==> src/rtl/guard_pkg.sv <==
package guard_pkg;

  typedef enum logic [1:0] {
    MEM_DDR3   = 2'd0,
    MEM_DDR4   = 2'd1,
    MEM_LPDDR3 = 2'd2,
    MEM_LPDDR4 = 2'd3
  } mem_kind_e;

  localparam logic [2:0] OP_ACT       = 3'd1;
  localparam logic [2:0] OP_LDMODE    = 3'd2;
  localparam logic [2:0] OP_LDMODE_WL = 3'd3;
  localparam logic [2:0] OP_WL_STROBE = 3'd4;

  localparam int CFG_W  = 32;
  localparam int WIN_W  = 7;
  localparam int MRD_FW = 5;
  localparam int MRD_W  = MRD_FW + 1;
  localparam int MOD_W  = 5;

  typedef struct packed {
    logic [WIN_W-1:0]  wl_gap;
    logic [WIN_W-1:0]  act_win;
    logic [2:0]        upd_code;
    logic [MRD_FW-1:0] lm_gap;
  } cfg_fields_t;

  function automatic cfg_fields_t split_cfg(input logic [CFG_W-1:0] w);
    cfg_fields_t f;
    f.wl_gap   = w[30:24];
    f.act_win  = w[22:16];
    f.upd_code = w[10:8];
    f.lm_gap   = w[4:0];
    return f;
  endfunction

  function automatic logic [MRD_W-1:0] lm_gap_eff(input logic [MRD_FW-1:0] f,
                                                  input mem_kind_e k);
    logic [MRD_W-1:0] base;
    base = {1'b0, f};
    case (k)
      MEM_DDR3:            return base + MRD_W'(4);
      MEM_DDR4, MEM_LPDDR3: return base + MRD_W'(8);
      default:             return base;
    endcase
  endfunction

  function automatic logic [MOD_W-1:0] upd_gap_eff(input logic [2:0] c,
                                                   input mem_kind_e k);
    case (k)
      MEM_DDR4: return MOD_W'(24) + MOD_W'((c > 3'd6) ? 3'd6 : c);
      MEM_DDR3: return MOD_W'(12) + MOD_W'((c > 3'd5) ? 3'd5 : c);
      default:  return '0;
    endcase
  endfunction

endpackage

==> src/rtl/guard_cfg_regs.sv <==
module guard_cfg_regs
  import guard_pkg::*;
(
  input  logic                 clk,
  input  logic                 rst,
  input  logic [CFG_W-1:0]     cfg_word,
  input  logic [1:0]           mem_kind,
  input  logic                 quiet,
  output logic [MRD_W-1:0]     lm_n,
  output logic [MOD_W-1:0]     upd_n,
  output logic [WIN_W-1:0]     wl_n,
  output logic [WIN_W-1:0]     win_n
);

  logic [CFG_W-1:0] act_word;
  mem_kind_e        act_kind;
  cfg_fields_t      f;

  always_ff @(posedge clk) begin
    if (rst || quiet) begin
      act_word <= cfg_word;
      act_kind <= mem_kind_e'(mem_kind);
    end
  end

  always_comb begin
    f     = split_cfg(act_word);
    lm_n  = lm_gap_eff(f.lm_gap, act_kind);
    upd_n = upd_gap_eff(f.upd_code, act_kind);
    wl_n  = f.wl_gap;
    win_n = f.act_win;
  end

  p_cfg_hold_r9: assert property (@(posedge clk) disable iff (rst)
    !quiet |=> ($stable(act_word) && $stable(act_kind)));

endmodule

==> src/rtl/guard_gap_ctr.sv <==
module guard_gap_ctr #(
  parameter int W = 7
) (
  input  logic         clk,
  input  logic         rst,
  input  logic         load,
  input  logic [W-1:0] span,
  output logic         clear
);

  logic [W-1:0] cnt;

  always_ff @(posedge clk) begin
    if (rst)
      cnt <= '0;
    else if (load)
      cnt <= (span == '0) ? '0 : span - W'(1);
    else if (cnt != '0)
      cnt <= cnt - W'(1);
  end

  assign clear = (cnt == '0);

  // Covers R2, R3 and R7: a loaded gap longer than one cycle blocks the next cycle.
  p_load_blocks_r3: assert property (@(posedge clk) disable iff (rst)
    (load && span > W'(1)) |=> !clear);

endmodule

==> src/rtl/guard_act_window.sv <==
module guard_act_window #(
  parameter int DEPTH = 4,
  parameter int AGE_W = 7
) (
  input  logic             clk,
  input  logic             rst,
  input  logic             enable,
  input  logic             push,
  input  logic [AGE_W-1:0] window,
  output logic             ok
);

  localparam logic [AGE_W-1:0] AGE_MAX = '1;

  logic [AGE_W-1:0] age [DEPTH];
  logic [DEPTH-1:0] vld;

  for (genvar i = 0; i < DEPTH; i++) begin : g_slot
    logic [AGE_W-1:0] base;
    logic             vnext;
    if (i == 0) begin : g_head
      assign base  = push ? '0 : age[0];
      assign vnext = push | vld[0];
    end else begin : g_tail
      assign base  = push ? age[i-1] : age[i];
      assign vnext = push ? vld[i-1] : vld[i];
    end
    always_ff @(posedge clk) begin
      if (rst) begin
        age[i] <= '0;
        vld[i] <= 1'b0;
      end else begin
        age[i] <= (base == AGE_MAX) ? AGE_MAX : base + AGE_W'(1);
        vld[i] <= vnext;
      end
    end
    p_entry_sticky_r5: assert property (@(posedge clk) disable iff (rst)
      vld[i] |=> vld[i]);
    p_entry_aged_r5: assert property (@(posedge clk) disable iff (rst)
      vld[i] |-> age[i] != '0);
  end

  assign ok = !enable || !vld[DEPTH-1] || (age[DEPTH-1] >= window);

  p_push_records_r5: assert property (@(posedge clk) disable iff (rst)
    push |=> vld[0]);

endmodule

==> src/rtl/cmd_spacing_guard.sv <==
module cmd_spacing_guard
  import guard_pkg::*;
#(
  parameter int ACT_LIMIT = 4,
  parameter int OP_W      = 3
) (
  input  logic            clk,
  input  logic            rst,
  input  logic [31:0]     cfg_word,
  input  logic [1:0]      mem_kind,
  input  logic            eight_bank,
  input  logic            req_valid,
  input  logic [OP_W-1:0] req_op,
  output logic            req_ready,
  output logic            iss_valid,
  output logic [OP_W-1:0] iss_op
);

  logic [MRD_W-1:0] lm_n;
  logic [MOD_W-1:0] upd_n;
  logic [WIN_W-1:0] wl_n;
  logic [WIN_W-1:0] win_n;
  logic             lm_clr, upd_clr, wl_clr, win_ok;
  logic             fire, is_lm, is_wl_lm, is_act, is_strobe, quiet;

  assign is_lm     = (req_op == OP_LDMODE) || (req_op == OP_LDMODE_WL);
  assign is_wl_lm  = (req_op == OP_LDMODE_WL);
  assign is_act    = (req_op == OP_ACT);
  assign is_strobe = (req_op == OP_WL_STROBE);

  assign req_ready = lm_clr
                   && (is_lm || upd_clr)
                   && (!is_strobe || wl_clr)
                   && (!is_act || win_ok);
  assign fire  = req_valid && req_ready;
  assign quiet = lm_clr && upd_clr && wl_clr && !fire;

  guard_cfg_regs u_cfg (
    .clk(clk), .rst(rst), .cfg_word(cfg_word), .mem_kind(mem_kind),
    .quiet(quiet), .lm_n(lm_n), .upd_n(upd_n), .wl_n(wl_n), .win_n(win_n)
  );

  guard_gap_ctr #(.W(MRD_W)) u_lm_gap (
    .clk(clk), .rst(rst), .load(fire && is_lm), .span(lm_n), .clear(lm_clr)
  );

  guard_gap_ctr #(.W(MOD_W)) u_upd_gap (
    .clk(clk), .rst(rst), .load(fire && is_lm), .span(upd_n), .clear(upd_clr)
  );

  guard_gap_ctr #(.W(WIN_W)) u_wl_gap (
    .clk(clk), .rst(rst), .load(fire && is_wl_lm), .span(wl_n), .clear(wl_clr)
  );

  guard_act_window #(.DEPTH(ACT_LIMIT), .AGE_W(WIN_W)) u_win (
    .clk(clk), .rst(rst), .enable(eight_bank), .push(fire && is_act),
    .window(win_n), .ok(win_ok)
  );

  always_ff @(posedge clk) begin
    if (rst) begin
      iss_valid <= 1'b0;
      iss_op    <= '0;
    end else begin
      iss_valid <= fire;
      iss_op    <= fire ? req_op : iss_op;
    end
  end

  p_issue_pulse_r8: assert property (@(posedge clk) disable iff (rst)
    fire |=> (iss_valid && iss_op == $past(req_op)));

  p_idle_no_issue_r8: assert property (@(posedge clk) disable iff (rst)
    !fire |=> !iss_valid);

  p_lm_gap_r2: assert property (@(posedge clk) disable iff (rst)
    (fire && is_lm && lm_n > MRD_W'(1)) |=> !req_ready);

  p_strobe_wait_r7: assert property (@(posedge clk) disable iff (rst)
    (fire && is_wl_lm && wl_n > WIN_W'(1)) |=> !(is_strobe && req_ready));

endmodule

==> config.mk <==
export PLATFORM = sky130hd
export DESIGN_NAME = cmd_spacing_guard
export DESIGN_NICKNAME = d
export VERILOG_FILES = /design/src/rtl/guard_pkg.sv /design/src/rtl/guard_cfg_regs.sv /design/src/rtl/guard_gap_ctr.sv /design/src/rtl/guard_act_window.sv /design/src/rtl/cmd_spacing_guard.sv
export SDC_FILE = /design/constraint.sdc
export NUM_CORES = 1
export LEC_CHECK = 0
export BUFFER_PORTS_ARGS = -buffer_cell sky130_fd_sc_hd__buf_2
export CAP_MARGIN = 20
export CORE_MARGIN = 2
export CORE_UTILIZATION = 25
export CTS_CLUSTER_SIZE = 10
export DETAILED_ROUTE_END_ITERATION = 8
export HOLD_SLACK_MARGIN = 0.12
export PLACE_DENSITY = 0.37
export SYNTH_ARGS = -nofsm -noshare
export SYNTH_HDL_FRONTEND = slang
export SYNTH_SLANG_ARGS = --single-unit
==> constraint.sdc <==
create_clock -name clk -period 4.6 [get_ports clk]
set_clock_uncertainty 0.1 [all_clocks]
set_input_delay 0.46 -clock clk [delete_from_list [all_inputs] [get_ports clk]]
set_output_delay 0.46 -clock clk [all_outputs]
set_load 0.02 [all_outputs]
[Word-level counts from Yosys, hierarchy flattened]
Memory sizes are Yosys's and may differ from the RTL's.
Cells that the tools add are included.
Cells by class
  muxes and demuxes: 28
  bitwise gates (word level): 5
  reduce and logical (&&, ||, !) cells: 36
  add/sub/neg operators: 14
  magnitude comparators: 3
  eq/ne operators: 10
Operator list (count)
  7-bit 2-to-1 mux: 15
  7-bit by 1-bit adder with 7-bit output (second input constant): 4
  7-bit == test (second input constant): 4
  6-bit 2-to-1 mux: 3
  5-bit 2-to-1 mux: 3
  7-bit zero test: 2
  7-bit by 1-bit subtractor with 7-bit output (second input constant): 2
  6-bit zero test: 2
  6-bit one-hot mux with 2 select lines: 1
  6-bit by 1-bit subtractor with 6-bit output (second input constant): 2
  1-bit logical AND: 10
  5-bit zero test: 2
  5-bit one-hot mux with 2 select lines: 1
  5-bit by 1-bit subtractor with 5-bit output (second input constant): 2
  7-bit greater-or-equal comparator: 1
  1-bit logical OR: 7
  7-bit nonzero test: 1
  5-bit by 3-bit adder with 6-bit output (second input constant): 1
  5-bit by 4-bit adder with 6-bit output (second input constant): 1
  3-bit by 2-bit == test with 1-bit output (second input constant): 2
  3-bit > comparator (second input constant): 2
  3-bit 2-to-1 mux: 2
  2-bit nonzero test: 3
  6-bit nonzero test: 1
  other kinds (12): 22
Storage, ports and cells
  memory bits (writable): 28
  bits of input ports: 41
  register bits after elaboration: 59
  logic and storage cells: 108
  memories kept: 1
  output and inout bits: 5
Memory list
  u_win.age: depth 4, width 7, read ports 4, clocked after memory_dff 0, wr ports 4, line guard_act_window.sv:15  | logic [AGE_W-1:0] age [DEPTH];

[Depth between registers and ports, before layout]
Gate-level depths: netlist of the first run.
  depth in word-level cells: 12
  mapped depth: 18

[Cells and area by module]
Synthesis of the first run repeated with hierarchy kept, for this count alone.
Unflattened totals
  cells, all modules: 458
  area total of the unflattened synthesis: 4490.6 sq um
Modules (own cells, without submodules)
  guard_act_window: seq. area each 640.6 sq um, instances 1, cells an instance 206, area each 1819.2 sq um
  guard_cfg_regs: seq. area each 720.7 sq um, instances 1, cells an instance 71, area each 1047.3 sq um
  guard_gap_ctr at u_wl_gap: seq. area each 140.1 sq um, instances 1, cells an instance 62, area each 549.3 sq um
  guard_gap_ctr at u_lm_gap: seq. area each 120.1 sq um, instances 1, cells an instance 51, area each 473.0 sq um
  guard_gap_ctr at u_upd_gap: seq. area each 100.1 sq um, instances 1, cells an instance 40, area each 361.6 sq um
  cmd_spacing_guard: seq. area each 80.1 sq um, instances 1, cells an instance 28, area each 240.2 sq um

[Worst setup path before layout of the first run]
OpenSTA, ideal clock, no wires.
  path kind: reg-to-reg
  from: reg u_upd_gap.cnt[0]
  to: mem u_win.age[3][4]
  stages on the path, launching flop included: 18
  slack: 1.394 ns
  library setup time: 0.140 ns
  required time: 4.360 ns
  clock period less this slack: 3.206 ns
  arrival: 2.966 ns
  buffers on the path: 5
  cell sequence: dfxtp_1 > inv_1 > ha_1 > or4b_1 > buf_2 > nor4_4 > and2_1 > buf_6 > nand2_8 > buf_6 > buf_4 > nand2_1 > nand2_1 > ha_1 > clkbuf_1 > and2_1 > a41oi_1 > a31oi_1
RTL lines
  start, declared: line guard_gap_ctr.sv:11  | logic [W-1:0] cnt;
  start signal, assigned: line guard_gap_ctr.sv:17  | cnt <= (span == '0) ? '0 : span - W'(1);
  start signal, assigned: line guard_gap_ctr.sv:19  | cnt <= cnt - W'(1);
  end, declared: line guard_act_window.sv:15

==> results of run 1 <==
-- flip-flops by register name (all words and copies together) (netlist names) --
name	count
u_win.age	28
u_cfg.act_word	22
u_wl_gap.cnt	7
u_lm_gap.cnt	6
u_upd_gap.cnt	5
u_win.vld	4
iss_op	3
u_cfg.act_kind	2
iss_valid	1
-- logic make-up (layout without fill, tap and decap cells) --
family / Yosys count / count (layout) / share of synthesized area
muxes: 18 / 18 / 0.0514
buffers and inverters: 48 / 82 / 0.0487
DFF: 78 / 78 / 0.423
xor gates and xnor gates: 28 / 28 / 0.0575
adders and majority gates: 24 / 24 / 0.0705
and+or+nand+nor: 163 / 163 / 0.200
AOI/OAI and AO/OA: 97 / 97 / 0.149
-- power groups by stage --
stage / registers [mW] / clock network (mW) / logic (mW)
final: 0.888 / 0.752 / 0.632
after detailed placement: 0.903 / 0 / 0.636
after CTS: 0.889 / 0.785 / 0.641
after floorplan: 0.887 / 0 / 0.513
after global routing: 0.903 / 0.819 / 0.720
after global placement: 0.904 / 0 / 0.632
-- critical path, delay by kind of cell (launching register included) --
| kind | cells | cell delay [ns] |
|---|---|---|
| AO/OA/AOI/OAI | 3 | 0.88 |
| buffers and inverters | 1 | 0.10 |
| adder cells (fa/ha/maj) | 2 | 0.55 |
| AND/OR/NAND/NOR | 5 | 1.72 |
| flip-flops | 1 | 0.32 |
-- routing by layer --
metal | global-route usage | wire [um] | vias up
met5 | 0 | 16 | -
met4 | 0.0556 | 216 | 2
met3 | 0.0259 | 296 | 17
met2 | 0.188 | 4580 | 48
met1 | 0.137 | 4560 | 1532
li1 | - | - | 1714
-- how the worst max path moves through the flow --
stage	start	end	slack (ns)	depth (start not counted)
floorplan	u_upd_gap.cnt[0]	u_win.age[3][4]	1.39	17
global placement	req_op[0]	u_win.age[2][4]	0.82	13
detailed placement	req_op[0]	u_win.age[3][4]	0.81	10
CTS	u_upd_gap.cnt[0]	u_win.age[3][4]	0.80	11
global route	u_upd_gap.cnt[0]	u_win.age[3][4]	0.42	11
finish	u_upd_gap.cnt[0]	u_win.age[3][4]	0.77	11
-- per-stage QoR --
stage | utilization | total power [mW] | instances | setup slack, ns
3_5_place_dp | 0.278 | 1.54 | 694 | 0.806
3_3_place_gp | 0.278 | 1.54 | 694 | 0.820
6_report | 0.297 | 2.27 | 710 | 0.774
4_1_cts | 0.297 | 2.31 | 710 | 0.799
5_1_grt | 0.297 | 2.44 | 710 | 0.423
2_1_floorplan | - | 1.40 | 456 | 1.39
-- final cells by class --
cell class              instances  area, sq um  share of cell area
flip-flops and latches         78         1800               0.365
well taps                     220          275              0.0557
clock inverters                 5         73.8              0.0149
clock buffers                  11          233              0.0471
inverters                      28          105              0.0213
multi-input cells             330         2250               0.456
repair buffers                 38          198              0.0400
-- Yosys cell counts, drive strengths merged (8+ instances only) --
cell	count
dfxtp	54
nand2	40
a21oi	38
nor2	34
inv	28
edfxtp	24
ha	24
xor2	19
nand3	18
nor3	18
a31oi	16
clkbuf	14
o21ai	11
and3	9
xnor2	9
a211oi	8
mux2	8
mux2i	8
nand4	8
==> Flow_metrics.wiki, run 1 <==
{| class="wikitable"
! Metric !! Value
|-
| Result of the run || complete, no violations
|-
| Number of global-route vias before repair || 3255
|-
| Clock Latency Late Sink || 0.34 ns
|-
| # DRC || 0
|-
| Number of port buffers || 35
|-
| Fraction of power spent switching nets || 0.317
|-
| Peak VDD IR || 0.000199 V
|-
| Critical Path Sink Type || flop
|-
| GPL Wtd Cong || 0.765
|-
| Clock tree buffer depth || 2
|-
| Initial core utilization || 0.256
|-
| Most used cell, CP || ha_1
|-
| Critical path cell sequence || inv_1 -> ha_1 -> or4b_1 -> nor4_4 -> nand2_1 -> nor2_2 -> o21ai_0 -> ha_1 -> and2_1 -> a41oi_1 -> a31oi_1
|-
| Reg2reg setup slack || 0.77 ns
|-
| Biggest area consumer among synthesized cells || dfxtp_1
|-
| Power share of the combinational group || 0.278
|-
| LEAKAGE || 1.94 nW
|-
| Layout cell share with drive strength beyond 1 || 0.147
|-
| Delay contributed by the slowest stage of the critical path || 0.60 ns
|-
| PwrDens || 460 mW/mm^2
|-
| Post-Route Hold Slack || 0.188 ns
|-
| Worst path slowest cell || or4b_1
|-
| TritonCTS clock tree || yes
|-
| WL final || 9670 um
|-
| Number of filler instances in the final layout || 1725
|-
| Detailed-route vias per instance || 4.67
|-
| Final total negative setup slack || 0 ns
|-
| Total via count in the routed design || 3313
|-
| Number of synthesized register bits || 78
|-
| Post-cts hold buffer count || 0
|-
| Predominant post-synthesis flop cell || dfxtp_1
|-
| Dominant cells by area after synthesis || dfxtp_1, edfxtp_1, ha_1, a21oi_1, xor2_1
|-
| Total routing usage reported by global routing || 0.113
|-
| # IOs || 46
|-
| Unrepaired setup endpoints after global routing || false
|-
| Cell area after layout || 0.00494 sq mm
|-
| Die outline area || 0.0181 sq mm
|-
| Max-slew headroom at the worst pin || 0.514
|-
| Clock Power Share || 0.331
|-
| Launch point of the worst hold path || cfg_word[18]
|-
| Post-route antenna net violation count || 0
|-
| Clock root buffer || clkbuf_16
|-
| Post-synthesis to final-layout area growth || 15.9%
|-
| Number of DRC markers after the initial detailed-route iteration || 192
|-
| Min cycle time layout || 3.83 ns
|-
| Sequential share of power || 0.391
|-
| Die outline height || 135 um
|-
| Post-synth cell types || 60
|-
| Average routed wire per standard cell || 13.6 um
|-
| Portion of the clock cycle consumed by the worst path in the final layout || 0.832
|-
| CTS resizes || 0
|-
| Final-report setup violation count || 0
|-
| Commonest non-fill, non-tap cell in the layout || dfxtp_1
|-
| First-pass GRT wire length || 16000 um
|-
| Post-Synthesis Net Count || 521
|-
| Startpoint types || flop
|-
| Number of CTS-inserted buffers || 9
|-
| Area share of the largest cell type after synthesis || 0.254
|-
| Warnings, synthesis || 0
|-
| Number of synthesized flops with an enable pin || 24
|-
| Number of antenna violations at the first check in global routing || 1
|-
| Post-detailed-placement cell area || 0.00463 sq mm
|-
| Number of detailed-routing iterations run before antenna repair || 4
|-
| Proportion of synthesized chip area in sequential cells || 0.423
|-
| Final Hold Viols || 0
|-
| Number of nets in the finished design || 550
|-
| Grt ovf || 0
|-
| Max-slew violation total from the final report || 0
|-
| Type of the setup path with the least slack || reg -> reg
|-
| Number of clock sinks || 78
|-
| Count of maximum capacitance violations || 0
|-
| Commonest cells after routing, fill and taps aside || dfxtp_1, nand2_1, a21oi_1
|-
| Half-perimeter wire length after placement || 6800 um
|-
| Mapped Cells || 456
|-
| Arr. time, crit path || 3.93 ns
|-
| Capturing point of the worst reg2reg path || u_win.age[3][4]
|-
| Horizontal die dimension || 135 um
|-
| Cell area after synthesis || 0.00426 sq mm
|-
| Internal power || 1.55 mW
|-
| Cell count of the worst hold path || 1
|-
| Upper clock frequency limit || 261 MHz
|-
| RR Startpoint || u_upd_gap.cnt[0]
|-
| Standard cell core area || 0.0166 sq mm
|-
| Clock edge transition at the registers on the reported setup and hold paths || 0.06 ns
|-
| Buffers inserted during post-CTS setup optimization || 0
|-
| Sw Pwr || 0.719 mW
|-
| Min-Delay Endpoint || u_cfg.act_word[18]
|-
| # diodes || 0
|-
| Average size of a mapped cell || 9.35 sq um
|-
| Required time at the endpoint of the critical path || 4.70 ns
|-
| Length in cells of the worst reg-to-reg path || 11
|-
| Pin count of the biggest net entering global routing || 55
|-
| Crit path max fanout || 16
|-
| Total number of H-tree levels || 3
|-
| Classification of the worst-slack hold path || in -> reg
|-
| FFs w/ async S/R, synth || 0
|-
| Core Rows || 47
|-
| Tightest Pin Transition || 0.721 ns
|}
Note: power is estimated with default switching activity, not from simulation.
==> run 2: changes to the inputs <==
==> constraint.sdc (replaced) <==
create_clock -name clk -period 4 [get_ports clk]
set_clock_uncertainty 0.1 [all_clocks]
set_input_delay 0.4 -clock clk [delete_from_list [all_inputs] [get_ports clk]]
set_output_delay 0.4 -clock clk [all_outputs]
set_load 0.02 [all_outputs]
==> Flow_metrics.wiki, run 2 (synthesized netlist as in run 1, its figures left out) <==
{| class="wikitable"
! Metric !! Value
|-
| Result of the run || complete, no violations (unchanged)
|-
| Dpl ws || 0.474 ns (was 0.806 ns)
|-
| Min cycle time layout || 3.52 ns (was 3.83 ns)
|-
| Clock Latency Late Sink || 0.34 ns (about the same)
|-
| Total chip power || 2.50 mW (was 2.27 mW)
|-
| Most used cell, CP || ha_1 (unchanged)
|-
| Number of antenna violations at the first check in global routing || 2 (was 1)
|-
| Half-perimeter wire length after placement || 6930 um (was 6800 um)
|-
| Number of CTS-inserted buffers || 9 (unchanged)
|-
| Number of port buffers || 35 (unchanged)
|-
| Max reg flops || 28 (unchanged)
|-
| Count of maximum capacitance violations || 0 (unchanged)
|-
| Delay contributed by the slowest stage of the critical path || 0.61 ns (was 0.60 ns)
|-
| Largest registers || u_win.age x28, u_cfg.act_word x22, u_wl_gap.cnt x7 (unchanged)
|-
| Number of global-route vias before repair || 3311 (was 3255)
|-
| Final-report setup violation count || 0 (unchanged)
|-
| Post-synthesis to final-layout area growth || 20.3% (was 15.9%)
|-
| RR Startpoint || u_upd_gap.cnt[0] (unchanged)
|-
| Buffers inserted during post-CTS setup optimization || 0 (unchanged)
|-
| Post-route antenna net violation count || 0 (unchanged)
|-
| Commonest cells after routing, fill and taps aside || dfxtp_1, nand2_1, a21oi_1 (unchanged)
|-
| Smallest setup slack after layout || 0.481 ns (was 0.774 ns)
|-
| Portion of the clock cycle consumed by the worst path in the final layout || 0.880 (was 0.832)
|-
| Length in cells of the worst reg-to-reg path || 12 (was 11)
|-
| Clock edge transition at the registers on the reported setup and hold paths || 0.06 ns (about the same)
|-
| Upper clock frequency limit || 284 MHz (was 261 MHz)
|-
| Horizontal die dimension || 135 um (unchanged)
|-
| Register bank with the most flops || u_win.age (unchanged)
|-
| Classification of the worst-slack hold path || in -> reg (unchanged)
|-
| Max-slew headroom at the worst pin || 0.490 (was 0.514)
|-
| Tightest Pin Transition || 0.758 ns (was 0.721 ns)
|-
| Capturing point of the worst reg2reg path || u_win.age[2][4] (was u_win.age[3][4])
|-
| Type of the setup path with the least slack || reg -> reg (unchanged)
|-
| Start point of the critical path || u_upd_gap.cnt[0] (unchanged)
|-
| Crit path max fanout || 27 (was 16)
|-
| Total via count in the routed design || 3362 (was 3313)
|-
| Pin count of the biggest net entering global routing || 54 (was 55)
|-
| LEAKAGE || 2.02 nW (was 1.94 nW)
|-
| Die outline area || 0.0181 sq mm (unchanged)
|-
| Total routing usage reported by global routing || 0.114 (was 0.113)
|-
| Worst path slowest cell || or4b_1 (unchanged)
|-
| First-pass GRT wire length || 16200 um (was 16000 um)
|-
| PwrDens || 488 mW/mm^2 (was 460 mW/mm^2)
|-
| Grt ovf || 0 (unchanged)
|-
| Detailed-route vias per instance || 4.59 (was 4.67)
|-
| Layout cell share with drive strength beyond 1 || 0.142 (was 0.147)
|-
| Standard cell core area || 0.0166 sq mm (unchanged)
|-
| GPL Wtd Cong || 0.748 (was 0.765)
|-
| Clock root buffer || clkbuf_16 (unchanged)
|-
| Peak VDD IR || 0.000292 V (was 0.000199 V)
|-
| Initial core utilization || 0.256 (unchanged)
|-
| WL final || 9740 um (was 9670 um)
|-
| Unrepaired setup endpoints after global routing || false (unchanged)
|-
| TritonCTS clock tree || yes (unchanged)
|-
| Number of DRC markers after the initial detailed-route iteration || 144 (was 192)
|-
| Number of filler instances in the final layout || 1717 (was 1725)
|-
| Critical path cell sequence || inv_1 -> ha_1 -> or4b_1 -> nor4_4 -> and2_1 -> nand2_8 -> mux2_2 -> ha_1 -> a31o_2 -> a21oi_1 -> a211o_1 -> o32ai_2 (was inv_1 -> ha_1 -> or4b_1 -> nor4_4 -> nand2_1 -> nor2_2 -> o21ai_0 -> ha_1 -> and2_1 -> a41oi_1 -> a31oi_1)
|-
| Arr. time, crit path || 3.68 ns (was 3.93 ns)
|-
| Register area || 0.00180 sq mm (unchanged)
|-
| Commonest non-fill, non-tap cell in the layout || dfxtp_1 (unchanged)
|-
| # IOs || 46 (unchanged)
|-
| Die outline height || 135 um (unchanged)
|-
| Combined area of the multi-input logic cells || 0.00225 sq mm (unchanged)
|-
| Reg2reg setup slack || 0.48 ns (was 0.77 ns)
|-
| Final total negative setup slack || 0 ns (unchanged)
|-
| Number of clock sinks || 78 (unchanged)
|-
| Clock tree buffer depth || 2 (unchanged)
|-
| Total number of H-tree levels || 3 (unchanged)
|-
| Required time at the endpoint of the critical path || 4.16 ns (was 4.70 ns)
|-
| Final Hold Viols || 0 (unchanged)
|-
| Critical Path Sink Type || flop (unchanged)
|-
| Average routed wire per standard cell || 13.3 um (was 13.6 um)
|-
| # diodes || 0 (unchanged)
|-
| Startpoint types || flop (unchanged)
|-
| End point of the critical path || u_win.age[2][4] (was u_win.age[3][4])
|-
| Core Rows || 47 (unchanged)
|-
| Max-slew violation total from the final report || 0 (unchanged)
|-
| Number of nets in the finished design || 574 (was 550)
|-
| Number of detailed-routing iterations run before antenna repair || 5 (was 4)
|-
| # DRC || 0 (unchanged)
|}
## run 2: cell types whose count changed in the layout (fill, tap and decap cells not counted)
cell           before  now
clkinv_1            1    0
clkbuf_1            2    3
bufinv_16           2    0
buf_4               3    5
clkbuf_8            0    1
dlygate4sd3_1       0   22
## run 2: where the power goes
part / internal [mW] / switching [mW] / leakage (nW)
Combinational: 0.324 / 0.413 / 1.22
Clock: 0.432 / 0.313 / 0.129
Sequential: 0.934 / 0.0874 / 0.677
## run 2: critical path: cells and delay by family (launching register included)
family | cells | cell delay (ns)
and+or+nand+nor | 4 | 1.41
buffers and inverters | 1 | 0.09
adders and majority gates | 2 | 0.52
muxes | 1 | 0.29
AOI/OAI and AO/OA | 4 | 0.72
DFF | 1 | 0.32
## run 2: repair_timing
item / CTS / global route
endpoints found under the hold margin: 21 / 1
hold buffers: 21 / 1
resized for setup: 0 / 0
## run 2: worst min-delay path by stage
stage                      start                  to  slack, ns  cells past startpoint
floorplan           u_win.vld[1]        u_win.vld[2]       0.33                      2
global placement    u_win.vld[0]        u_win.vld[1]       0.34                      2
detailed placement  u_win.vld[2]        u_win.vld[2]       0.35                      2
CTS                  cfg_word[2]   u_cfg.act_word[2]       0.12                      1
global route        cfg_word[22]  u_cfg.act_word[22]       0.12                      1
finish               cfg_word[2]   u_cfg.act_word[2]       0.14                      1
## run 2: layer usage
| layer | track usage | up-vias | part of all wire |
|---|---|---|---|
| met2 | 0.194 | 47 | 0.48 |
| met5 | 0 | - | 0.0016 |
| li1 | - | 1760 | - |
| met4 | 0.0415 | 2 | 0.017 |
| met1 | 0.132 | 1540 | 0.46 |
| met3 | 0.0413 | 13 | 0.039 |
## run 2: through the flow
stage	utilization	instances	area, sq um	hold WS, ns
floorplan	-	456	4260	0.332
global route	0.308	733	5130	0.120
global placement	0.279	696	4650	0.342
CTS	0.307	732	5120	0.121
detailed placement	0.279	696	4650	0.348
finish	0.308	733	5130	0.139
## run 2: cell type report
cell class / count / share of cell area
clock buffer: 13 / 0.0488
clock inverter: 2 / 0.00195
inverter: 28 / 0.0205
multi-input combinational: 330 / 0.439
sequential: 78 / 0.351
tap: 220 / 0.0537
timing repair buffer: 62 / 0.0844
==> run 3: changes to the inputs <==
==> constraint.sdc (replaced) <==
create_clock -name clk -period 3.85 [get_ports clk]
set_clock_uncertainty 0.1 [all_clocks]
set_input_delay 0.77 -clock clk [delete_from_list [all_inputs] [get_ports clk]]
set_output_delay 0.77 -clock clk [all_outputs]
set_load 0.02 [all_outputs]
==> Flow_metrics.wiki, run 3 (synthesized netlist as in run 1, its figures left out) <==
{| class="wikitable"
! Metric !! Value
|-
| Clock root buffer || clkbuf_16 (unchanged)
|-
| # IOs || 46 (unchanged)
|-
| Worst path slowest cell || or3b_1 (was or4b_1)
|-
| Register bank with the most flops || u_win.age (unchanged)
|-
| GPL Wtd Cong || 0.733 (was 0.748)
|-
| Layout cell share with drive strength beyond 1 || 0.169 (was 0.142)
|-
| # diodes || 0 (unchanged)
|-
| Crit path max fanout || 7 (was 27)
|-
| Detailed-route wire length on metal 1 || 4620 um (was 4490 um)
|-
| Buffers inserted during post-CTS setup optimization || 0 (unchanged)
|-
| Detailed-route vias per instance || 4.64 (was 4.59)
|-
| Commonest non-fill, non-tap cell in the layout || dfxtp_1 (unchanged)
|-
| Startpoint types || primary input (was flop)
|-
| Result of the run || complete, no violations (unchanged)
|-
| Max-slew violation total from the final report || 0 (unchanged)
|-
| PwrDens || 534 mW/mm^2 (was 488 mW/mm^2)
|-
| Metal3 WL || 259 um (was 377 um)
|-
| Met2 wire length || 4590 um (was 4680 um)
|-
| Count of maximum capacitance violations || 0 (unchanged)
|-
| Commonest cells after routing, fill and taps aside || dfxtp_1, nand2_1, a21oi_1 (unchanged)
|-
| Upper clock frequency limit || 296 MHz
|-
| Half-perimeter wire length after placement || 7190 um (was 6930 um)
|-
| Total routing usage reported by global routing || 0.116 (was 0.114)
|-
| WL final || 9710 um (was 9740 um)
|-
| Min cycle time layout || 3.38 ns
|-
| Post-synthesis to final-layout area growth || 18.3% (was 20.3%)
|-
| CTS resizes || 0 (unchanged)
|-
| Number of CTS-inserted buffers || 9 (unchanged)
|-
| Final Hold Viols || 0 (unchanged)
|-
| Grt ovf || 0 (unchanged)
|-
| Peak VDD IR || 0.000216 V (was 0.000292 V)
|-
| Total chip power || 2.69 mW (was 2.50 mW)
|-
| Total number of H-tree levels || 3 (unchanged)
|-
| LEAKAGE || 2.01 nW (was 2.02 nW)
|-
| Top metal layer carrying routed signals || met5 (unchanged)
|-
| Final-report setup violation count || 0 (unchanged)
|-
| Number of DRC markers after the initial detailed-route iteration || 145 (was 144)
|-
| Clock Latency Late Sink || 0.34 ns (about the same)
|-
| Worst path top cell family by delay || compound AO/OA/AOI/OAI gates (was simple AND/OR/NAND/NOR gates)
|-
| Number of detailed-routing iterations run before antenna repair || 4 (was 5)
|-
| Clock tree buffer depth || 2 (unchanged)
|-
| Number of clock sinks || 78 (unchanged)
|-
| Post-route antenna net violation count || 0 (unchanged)
|-
| Number of port buffers || 35 (unchanged)
|-
| Largest registers || u_win.age x28, u_cfg.act_word x22, u_wl_gap.cnt x7 (unchanged)
|-
| Number of antenna violations at the first check in global routing || 1 (was 2)
|-
| # DRC || 0 (unchanged)
|-
| Die outline height || 135 um (unchanged)
|-
| Post-cts hold buffer count || 0 (was 21)
|-
| Portion of the clock cycle consumed by the worst path in the final layout || 0.877
|-
| Max-slew headroom at the worst pin || 0.570 (was 0.490)
|-
| Number of buffers and inverters on the critical path || 2 (was 1)
|-
| Classification of the worst-slack hold path || reg -> reg (was in -> reg)
|-
| Most used cell, CP || nand2_1 (was ha_1)
|-
| Arr. time, crit path || 3.49 ns (was 3.68 ns)
|-
| Total via count in the routed design || 3348 (was 3362)
|-
| TritonCTS clock tree || yes (unchanged)
|-
| Type of the setup path with the least slack || in -> reg (was reg -> reg)
|-
| Initial core utilization || 0.256 (unchanged)
|-
| First-pass GRT wire length || 16400 um (was 16200 um)
|-
| Cell total after placement || 706 (was 696)
|-
| Post-Route Hold Slack || 0.357 ns (was 0.139 ns)
|-
| Horizontal die dimension || 135 um (unchanged)
|-
| Die outline area || 0.0181 sq mm (unchanged)
|-
| Number of nets in the finished design || 562 (was 574)
|-
| Clock edge transition at the registers on the reported setup and hold paths || 0.06 ns (about the same)
|-
| Core Rows || 47 (unchanged)
|-
| Final total negative setup slack || 0 ns (unchanged)
|-
| Unrepaired setup endpoints after global routing || false (unchanged)
|-
| Average routed wire per standard cell || 13.5 um (was 13.3 um)
|-
| Critical path cell sequence || buf_2 -> or3b_1 -> a2111o_1 -> a21oi_2 -> nor2_2 -> buf_4 -> nand2_1 -> nand2_1 -> ha_1 -> and2_1 -> a41oi_1 -> a31oi_1 (was inv_1 -> ha_1 -> or4b_1 -> nor4_4 -> and2_1 -> nand2_8 -> mux2_2 -> ha_1 -> a31o_2 -> a21oi_1 -> a211o_1 -> o32ai_2)
|-
| Non-Filler Instances || 722 (was 733)
|-
| Pin count of the biggest net entering global routing || 40 (was 54)
|-
| Critical Path Sink Type || flop (unchanged)
|-
| Tightest Pin Transition || 0.638 ns (was 0.758 ns)
|-
| Required time at the endpoint of the critical path || 3.96 ns (was 4.16 ns)
|-
| Max reg flops || 28 (unchanged)
|-
| Number of filler instances in the final layout || 1741 (was 1717)
|-
| Delay contributed by the slowest stage of the critical path || 0.50 ns (was 0.61 ns)
|-
| Number of global-route vias before repair || 3300 (was 3311)
|-
| Standard cell core area || 0.0166 sq mm (unchanged)
|}
run 3: cell count changes in the layout (fill, tap and decap cells not counted):
cell / delta
clkbuf_1: -1
buf_12: +1
buf_4: +9
dlygate4sd3_1: -22
clkbuf_16: +2
run 3: per-stage QoR:
stage	worst slack [ns]	util	instance area [sq um]
global route	0.185	0.303	5040
detailed placement	0.0711	0.284	4730
finish	0.472	0.303	5040
global placement	0.0906	0.284	4730
CTS	0.451	0.303	5040
floorplan	0.350	-	4260
run 3: path summary, 6_finish.rpt:
path                    start         endpoint  slack (ns)  cells past startpoint
max                 req_op[2]  u_win.age[3][4]        0.47                     12
min              u_win.vld[3]     u_win.vld[3]        0.36                      2
max reg2reg  u_upd_gap.cnt[0]  u_win.age[3][4]        0.53                     11
min reg2reg      u_win.vld[3]     u_win.vld[3]        0.36                      2
run 3: final cells by class:
cell class                      instances  area (sq um)  share of cell area
Multi-Input combinational cell        330          2250               0.447
Inverter                               28           105              0.0208
Clock inverter                          2          10.0             0.00199
Clock buffer                           14           297              0.0588
Timing Repair Buffer                   50           300              0.0596
Tap cell                              220           275              0.0546
Sequential cell                        78          1800               0.357
run 3: where the power goes:
group	switching, mW	internal, mW
sequential	0.0917	0.969
combinational	0.430	0.333
clock	0.338	0.531
run 3: tightest hold or removal path, delay by kind of cell, from the launching register on:
| kind | cells | cell delay [ns] |
|---|---|---|
| DFF | 1 | 0.31 |
| and+or+nand+nor | 1 | 0.05 |
| AOI/OAI and AO/OA | 1 | 0.05 |
run 3: routing by layer:
layer	GRT usage	up-vias
li1	-	1736
met1	0.144	1552
met2	0.190	42
met3	0.0236	16
met4	0.0579	2
met5	0	-
